`src/rtl/vtag_egress_resolver.sv`:
```
module vtag_egress_resolver #(
  parameter int NPORT    = 7,
  parameter int CPU_PORT = 6,
  parameter int PW       = $clog2(NPORT)
) (
  input  logic          clk,
  input  logic          rst_n,
  input  logic          cfg_we,
  input  logic [4:0]    cfg_addr,
  input  logic [31:0]   cfg_wdata,
  input  logic          in_valid,
  output logic          in_ready,
  input  logic [47:0]   in_da,
  input  logic [15:0]   in_etype,
  input  logic          in_tagged,
  input  logic [PW-1:0] in_src_port,
  input  logic [PW-1:0] in_dst_port,
  input  logic [2:0]    in_addr_tag,
  input  logic [2:0]    in_vlan_tag,
  output logic          out_valid,
  input  logic          out_ready,
  output logic [2:0]    out_mode,
  output logic [2:0]    out_level,
  output logic          out_tagged,
  output logic          out_trap,
  output logic [PW-1:0] out_port
);
  localparam int NCLS   = 14;
  localparam int NSLOT  = 1 << PW;
  localparam logic [2:0] M_CONS = 3'd1;
  localparam logic [2:0] M_UNTG = 3'd4;
  localparam logic [2:0] FW_CPU = 3'd6;

  logic [2:0] ctag [16];
  logic [2:0] cfwd [16];
  logic [2:0] itag [NSLOT];
  logic [2:0] etag [NSLOT];

  // configuration store
  always_ff @(posedge clk or negedge rst_n) begin
    if (!rst_n) begin
      for (int i = 0; i < 16; i++) begin ctag[i] <= '0; cfwd[i] <= '0; end
      for (int p = 0; p < NSLOT; p++) begin itag[p] <= '0; etag[p] <= '0; end
    end else if (cfg_we) begin
      if (cfg_addr[4:3] == 2'd0 && cfg_addr[2:0] != 3'd7) begin
        ctag[{cfg_addr[2:0], 1'b0}] <= cfg_wdata[8:6];
        cfwd[{cfg_addr[2:0], 1'b0}] <= cfg_wdata[2:0];
        ctag[{cfg_addr[2:0], 1'b1}] <= cfg_wdata[24:22];
        cfwd[{cfg_addr[2:0], 1'b1}] <= cfg_wdata[18:16];
      end
      if (cfg_addr[4:3] == 2'd1 && int'(cfg_addr[2:0]) < NPORT)
        itag[cfg_addr[PW-1:0]] <= cfg_wdata[2:0];
      if (cfg_addr[4:3] == 2'd2 && int'(cfg_addr[2:0]) < NPORT)
        etag[cfg_addr[PW-1:0]] <= cfg_wdata[2:0];
    end
  end

  // frame classification
  logic       rsv;
  logic [3:0] cls;
  assign rsv = (in_da[47:8] == 40'h0180C20000) && (in_da[7:0] <= 8'h2F);

  always_comb begin
    cls = 4'(NCLS);
    if (rsv && in_da[7:0] == 8'h00)      cls = 4'd0;
    else if (rsv && in_etype == 16'h888E) cls = 4'd1;
    else if (rsv) begin
      case (in_da[7:0])
        8'h01:   cls = 4'd2;
        8'h02:   cls = 4'd3;
        8'h03:   cls = 4'd4;
        8'h0E:   cls = 4'd5;
        8'h10:   cls = 4'd6;
        8'h20:   cls = 4'd7;
        8'h21:   cls = 4'd8;
        default: cls = 4'd9;
      endcase
    end
    else if (in_etype == 16'h8863)                          cls = 4'd10;
    else if (in_etype == 16'h0806 || in_etype == 16'h8035)  cls = 4'd11;
    else if (in_da[47:24] == 24'h01005E && in_etype == 16'h0800) cls = 4'd12;
    else if (in_da[47:32] == 16'h3333 && in_etype == 16'h86DD)   cls = 4'd13;
  end

  // priority chain
  logic          trap;
  logic [PW-1:0] eport;
  logic [2:0]    t0, t2, t4, mode, level;
  assign trap  = (cfwd[cls] == FW_CPU);
  assign eport = trap ? PW'(CPU_PORT) : in_dst_port;
  assign t0    = ctag[cls];
  assign t2    = itag[in_src_port];
  assign t4    = etag[eport];

  function automatic logic is_set(input logic [2:0] t);
    return (t == M_CONS) || (t == M_UNTG);
  endfunction

  always_comb begin
    if      (is_set(t0))          begin mode = t0;          level = 3'd0; end
    else if (is_set(in_addr_tag)) begin mode = in_addr_tag; level = 3'd1; end
    else if (is_set(t2))          begin mode = t2;          level = 3'd2; end
    else if (is_set(in_vlan_tag)) begin mode = in_vlan_tag; level = 3'd3; end
    else if (is_set(t4))          begin mode = t4;          level = 3'd4; end
    else                          begin mode = M_UNTG;      level = 3'd5; end
  end

  // output register with handshake
  logic take;
  assign in_ready = !out_valid || out_ready;
  assign take     = in_valid && in_ready;

  always_ff @(posedge clk or negedge rst_n) begin
    if (!rst_n) begin
      out_valid  <= 1'b0;
      out_mode   <= M_UNTG;
      out_level  <= 3'd5;
      out_tagged <= 1'b0;
      out_trap   <= 1'b0;
      out_port   <= '0;
    end else if (take) begin
      out_valid  <= 1'b1;
      out_mode   <= mode;
      out_level  <= level;
      out_tagged <= (mode == M_CONS) && in_tagged;
      out_trap   <= trap;
      out_port   <= eport;
    end else if (out_ready) begin
      out_valid  <= 1'b0;
    end
  end

  AST_STALL_HOLD: assert property (@(posedge clk) disable iff (!rst_n)
    out_valid && !out_ready |=> out_valid && $stable(out_mode) && $stable(out_level)
      && $stable(out_trap) && $stable(out_port) && $stable(out_tagged));
  AST_MODE_LEGAL: assert property (@(posedge clk) disable iff (!rst_n)
    out_valid |-> (out_mode == M_CONS || out_mode == M_UNTG));
  AST_EMPTY_UNTAGGED: assert property (@(posedge clk) disable iff (!rst_n)
    out_valid && out_level == 3'd5 |-> out_mode == M_UNTG);
  AST_UNTAGGED_NO_TAG: assert property (@(posedge clk) disable iff (!rst_n)
    out_valid && out_mode == M_UNTG |-> !out_tagged);
  AST_TRAP_TO_CPU: assert property (@(posedge clk) disable iff (!rst_n)
    out_valid && out_trap |-> out_port == PW'(CPU_PORT));
endmodule

```
`config.mk`:
```
export PLATFORM = sky130hd
export DESIGN_NAME = vtag_egress_resolver
export DESIGN_NICKNAME = d
export VERILOG_FILES = /design/src/rtl/vtag_egress_resolver.sv
export SDC_FILE = /design/constraint.sdc
export NUM_CORES = 1
export LEC_CHECK = 0
export BUFFER_PORTS_ARGS = -buffer_cell sky130_fd_sc_hd__buf_2
export CAP_MARGIN = 20
export CELL_PAD_IN_SITES_DETAIL_PLACEMENT = 0
export CELL_PAD_IN_SITES_GLOBAL_PLACEMENT = 1
export CORE_MARGIN = 2
export CORE_UTILIZATION = 41
export CTS_BUF_LIST = sky130_fd_sc_hd__clkbuf_16
export DETAILED_ROUTE_END_ITERATION = 10
export PLACE_DENSITY = 0.75
export SLEW_MARGIN = 20
export SYNTH_ARGS = -nofsm -noshare
export SYNTH_HDL_FRONTEND = slang
export SYNTH_SLANG_ARGS = --single-unit
```
`constraint.sdc`:
```
create_clock -name clk -period 2.75 [get_ports clk]
set_input_delay 0.4125 -clock clk [delete_from_list [all_inputs] [get_ports clk]]
set_output_delay 0.4125 -clock clk [all_outputs]
set_load 0.02 [all_outputs]
```
==> flow_summary.ini <==
[run_status]
status = finished with violations
violations = hold timing, setup timing

[sta]
drv_slew = 0
slew_headroom_pct = 51.8
setup_slack_ns = -0.670
whs_ns = -0.0139
finalHoldViolations = 4
fin_skew_ns = 0.0114
period_minus_slack_ns = 3.42
fin_crit_sh_pct = 124
finalSetupViolations = 8
clock.fmax_mhz = 292
grt_setup_unrepaired = true
worstMarginPinSlew_ns = 0.721

[setup_path]
required_ns = 3.12
crit_path_frequent_cell = or4_4
path_cells = buf_6 -> or4_4 -> or4_4 -> o31ai_4 -> or2_4 -> mux2i_1 -> a221oi_1 -> a41o_1 -> or2_4 -> or4_4 -> o21ai_4 -> o41a_1 -> o21a_1
cp-end-kind = flop
cp_num_buf_inv = 1
crit_family = simple AND/OR/NAND/NOR gates
cpPeakStageDelay_ns = 0.57
slowest_stage = or4_4
cp.arrival_ns = 3.79
crit_type = in -> reg
crit_start = in_da[38]
worst-path-max-fanout = 3
reg2reg_from = itag[2]
worst_setup_path_start_kind = primary input

[cts]
holdBufCountCts = 0
clkTransAtPathRegs_ns = 0.06
clock-root-buffer = clkbuf_16
cts-buffers-inserted = 17
insertion_delay_ns = 0.43
numClockSinks = 156
cts_tree = yes
ctsLongestPathBuffers = 2
cts_max_level = 4

[die]
initial_utilization_pct = 42.1
io_pins = 132
fp.dieArea_um2 = 20400
fp.coreArea_um2 = 18800
die_x_um = 143
rows = 50
die_h_um = 143

[drt]
antenna_left = 0
routed_via_density = 5.41
routed_wl_mm = 19.1
first_iter_violations = 319
drt_pass1_iterations = 4
wl_per_cell_um = 17.5
post-route-drc-count = 0
via_count = 5873

[yosys]
syn_inst = 651
synth-async-reset-ratio_pct = 100
synth.net_count = 770
synth.area.mux_share_pct = 27.1
synth_edf_count = 0
synth.cell_area_um2 = 7890
synth_cell_type_count = 74
syn_avg_cell_area_um2 = 12.1
synth-adder-area-share_pct = 0
synthSimpleGateAreaFrac_pct = 13.8
synth-xor-area-share_pct = 0.888
seq_area_frac_synth_pct = 49.5
yosysTopAreaCellShare_pct = 48.5
synth_top_family_by_area = multiplexers
ys.warnings.count = 0
synth_area_leaders = dfrtp_1 49%, mux2_2 19%, mux2i_1 4.9%
ys.flop_type = dfrtp_1
synth_seq_cells = 156
synth_top_area_cell = dfrtp_1
synth_compound_area_share_pct = 6.13

[global_route]
grt_pass1_wl_mm = 31.4
grt_max_degree = 73
antenna_found_initial = 1
grt_overflow = 0
grt_pass1_vias = 6343
grt_use_total_pct = 19.7

[power_and_ir_drop]
p_leak_uw = 0.00483
totalPowerFinal_uw = 6210
ir_worst_vdd_mv = 0.432
pwr_density_cell_nw_per_um2 = 613

[worst_hold_path]
hold_path.class = in -> async

[final_layout]
final_cell_mix = 153 x dfrtp_1, 133 x mux2_2, 106 x buf_2, 91 x buf_4, 47 x nand2_1
finalNetCount = 957
layout_commonest_cell = dfrtp_1
area_growth_pct = 28.5
drive_above_1_share_pct = 51.1

[placed_design]
gp_congestion = 0.837
place_ws_ns = -1.16
port_buffers = 111
dp_hpwl_mm = 14.1

[run]
cap_violations = 0
[state kept, by name, indices dropped and copies added (netlist names)]
| name | flops |
|---|---|
| cfwd | 48 |
| out_port | 3 |
| out_valid | 1 |
| out_level | 3 |
| out_trap | 1 |
| itag | 24 |
| out_mode | 3 |
| etag | 24 |
| out_tagged | 1 |
| ctag | 48 |
[metrics by stage]
step	instance area, µm²	hold WS [ns]	instances	util [%]	setup TNS [ns]
3_5_place_dp	9370	0.364	1048	49.9	-9.01
6_report	10100	-0.0139	1086	54.0	-3.83
3_3_place_gp	9370	0.360	1048	49.9	-8.47
4_1_cts	10000	0.0110	1083	53.5	-3.70
2_1_floorplan	7940	0.117	651	-	-5.50
5_1_grt	10100	0.0257	1086	54.0	-5.04
[layer usage]
layer	GRT usage [%]	up-vias	part of all wire, %	routed length, µm
met2	34.4	78	52	9830
met5	0	-	0	0
li1	-	2776	-	-
met3	3.86	34	2.2	411
met1	24.8	2985	44	8480
met4	6.36	0	1.8	334
[Yosys cell counts (all sizes together) (3+ instances only)]
cell,count
nand3,10
xor2,5
or3b,3
a211oi,3
mux2,136
nand2,48
o21ai,14
dfstp,3
mux2i,40
mux4,9
or3,4
nand2b,6
nor2,38
nor3,12
o211ai,4
o311ai,4
xnor2,3
nor4b,4
or2,4
or4,8
a21oi,11
inv,7
nand3b,9
nor4,13
dfrtp,153
clkbuf,38
nand4,6
nand4b,5
and2,4
a221oi,3
nor3b,5
buf,4
o31ai,6
[power breakdown]
group	switching, µW	internal (µW)
combinational	463	582
sequential	199	2700
clock	939	1330
total	1600	4610
[cell families after synthesis]
group,count (synthesis)
AO/OA/AOI/OAI,66
XOR/XNOR,8
buffers and inverters,49
flip-flops,156
multiplexers,185
AND/OR/NAND/NOR,187
[worst paths after layout]
check / endpoint / slack, ns / cells after the start
worst min register to register: itag[2] / 0.37 / 0
max in group asynchronous: out_level[0] / 1.91 / 2
worst max register to register: out_tagged / -0.04 / 14
worst max-delay path: out_mode[2] / -0.67 / 13
worst min-delay path: ctag[47] / -0.01 / 1
min in group clk: out_valid / 0.21 / 2
[repair_timing]
item                                    CTS  global route
endpoints found under the setup margin   10            10
resized for setup                        19            14
buffers inserted                          3             2
pin swaps                                 6             8
[area by class of cell]
type                            instances  area [µm²]
Antenna cell                            1        2.50
Clock buffer                           17         425
Clock inverter                         15         146
Fill cell                            1587        8630
Inverter                                7        26.3
Multi-Input combinational cell        446        3950
Sequential cell                       156        3910
Tap cell                              234         293
Timing Repair Buffer                  210        1390
(Power assumes the default switching activity.)
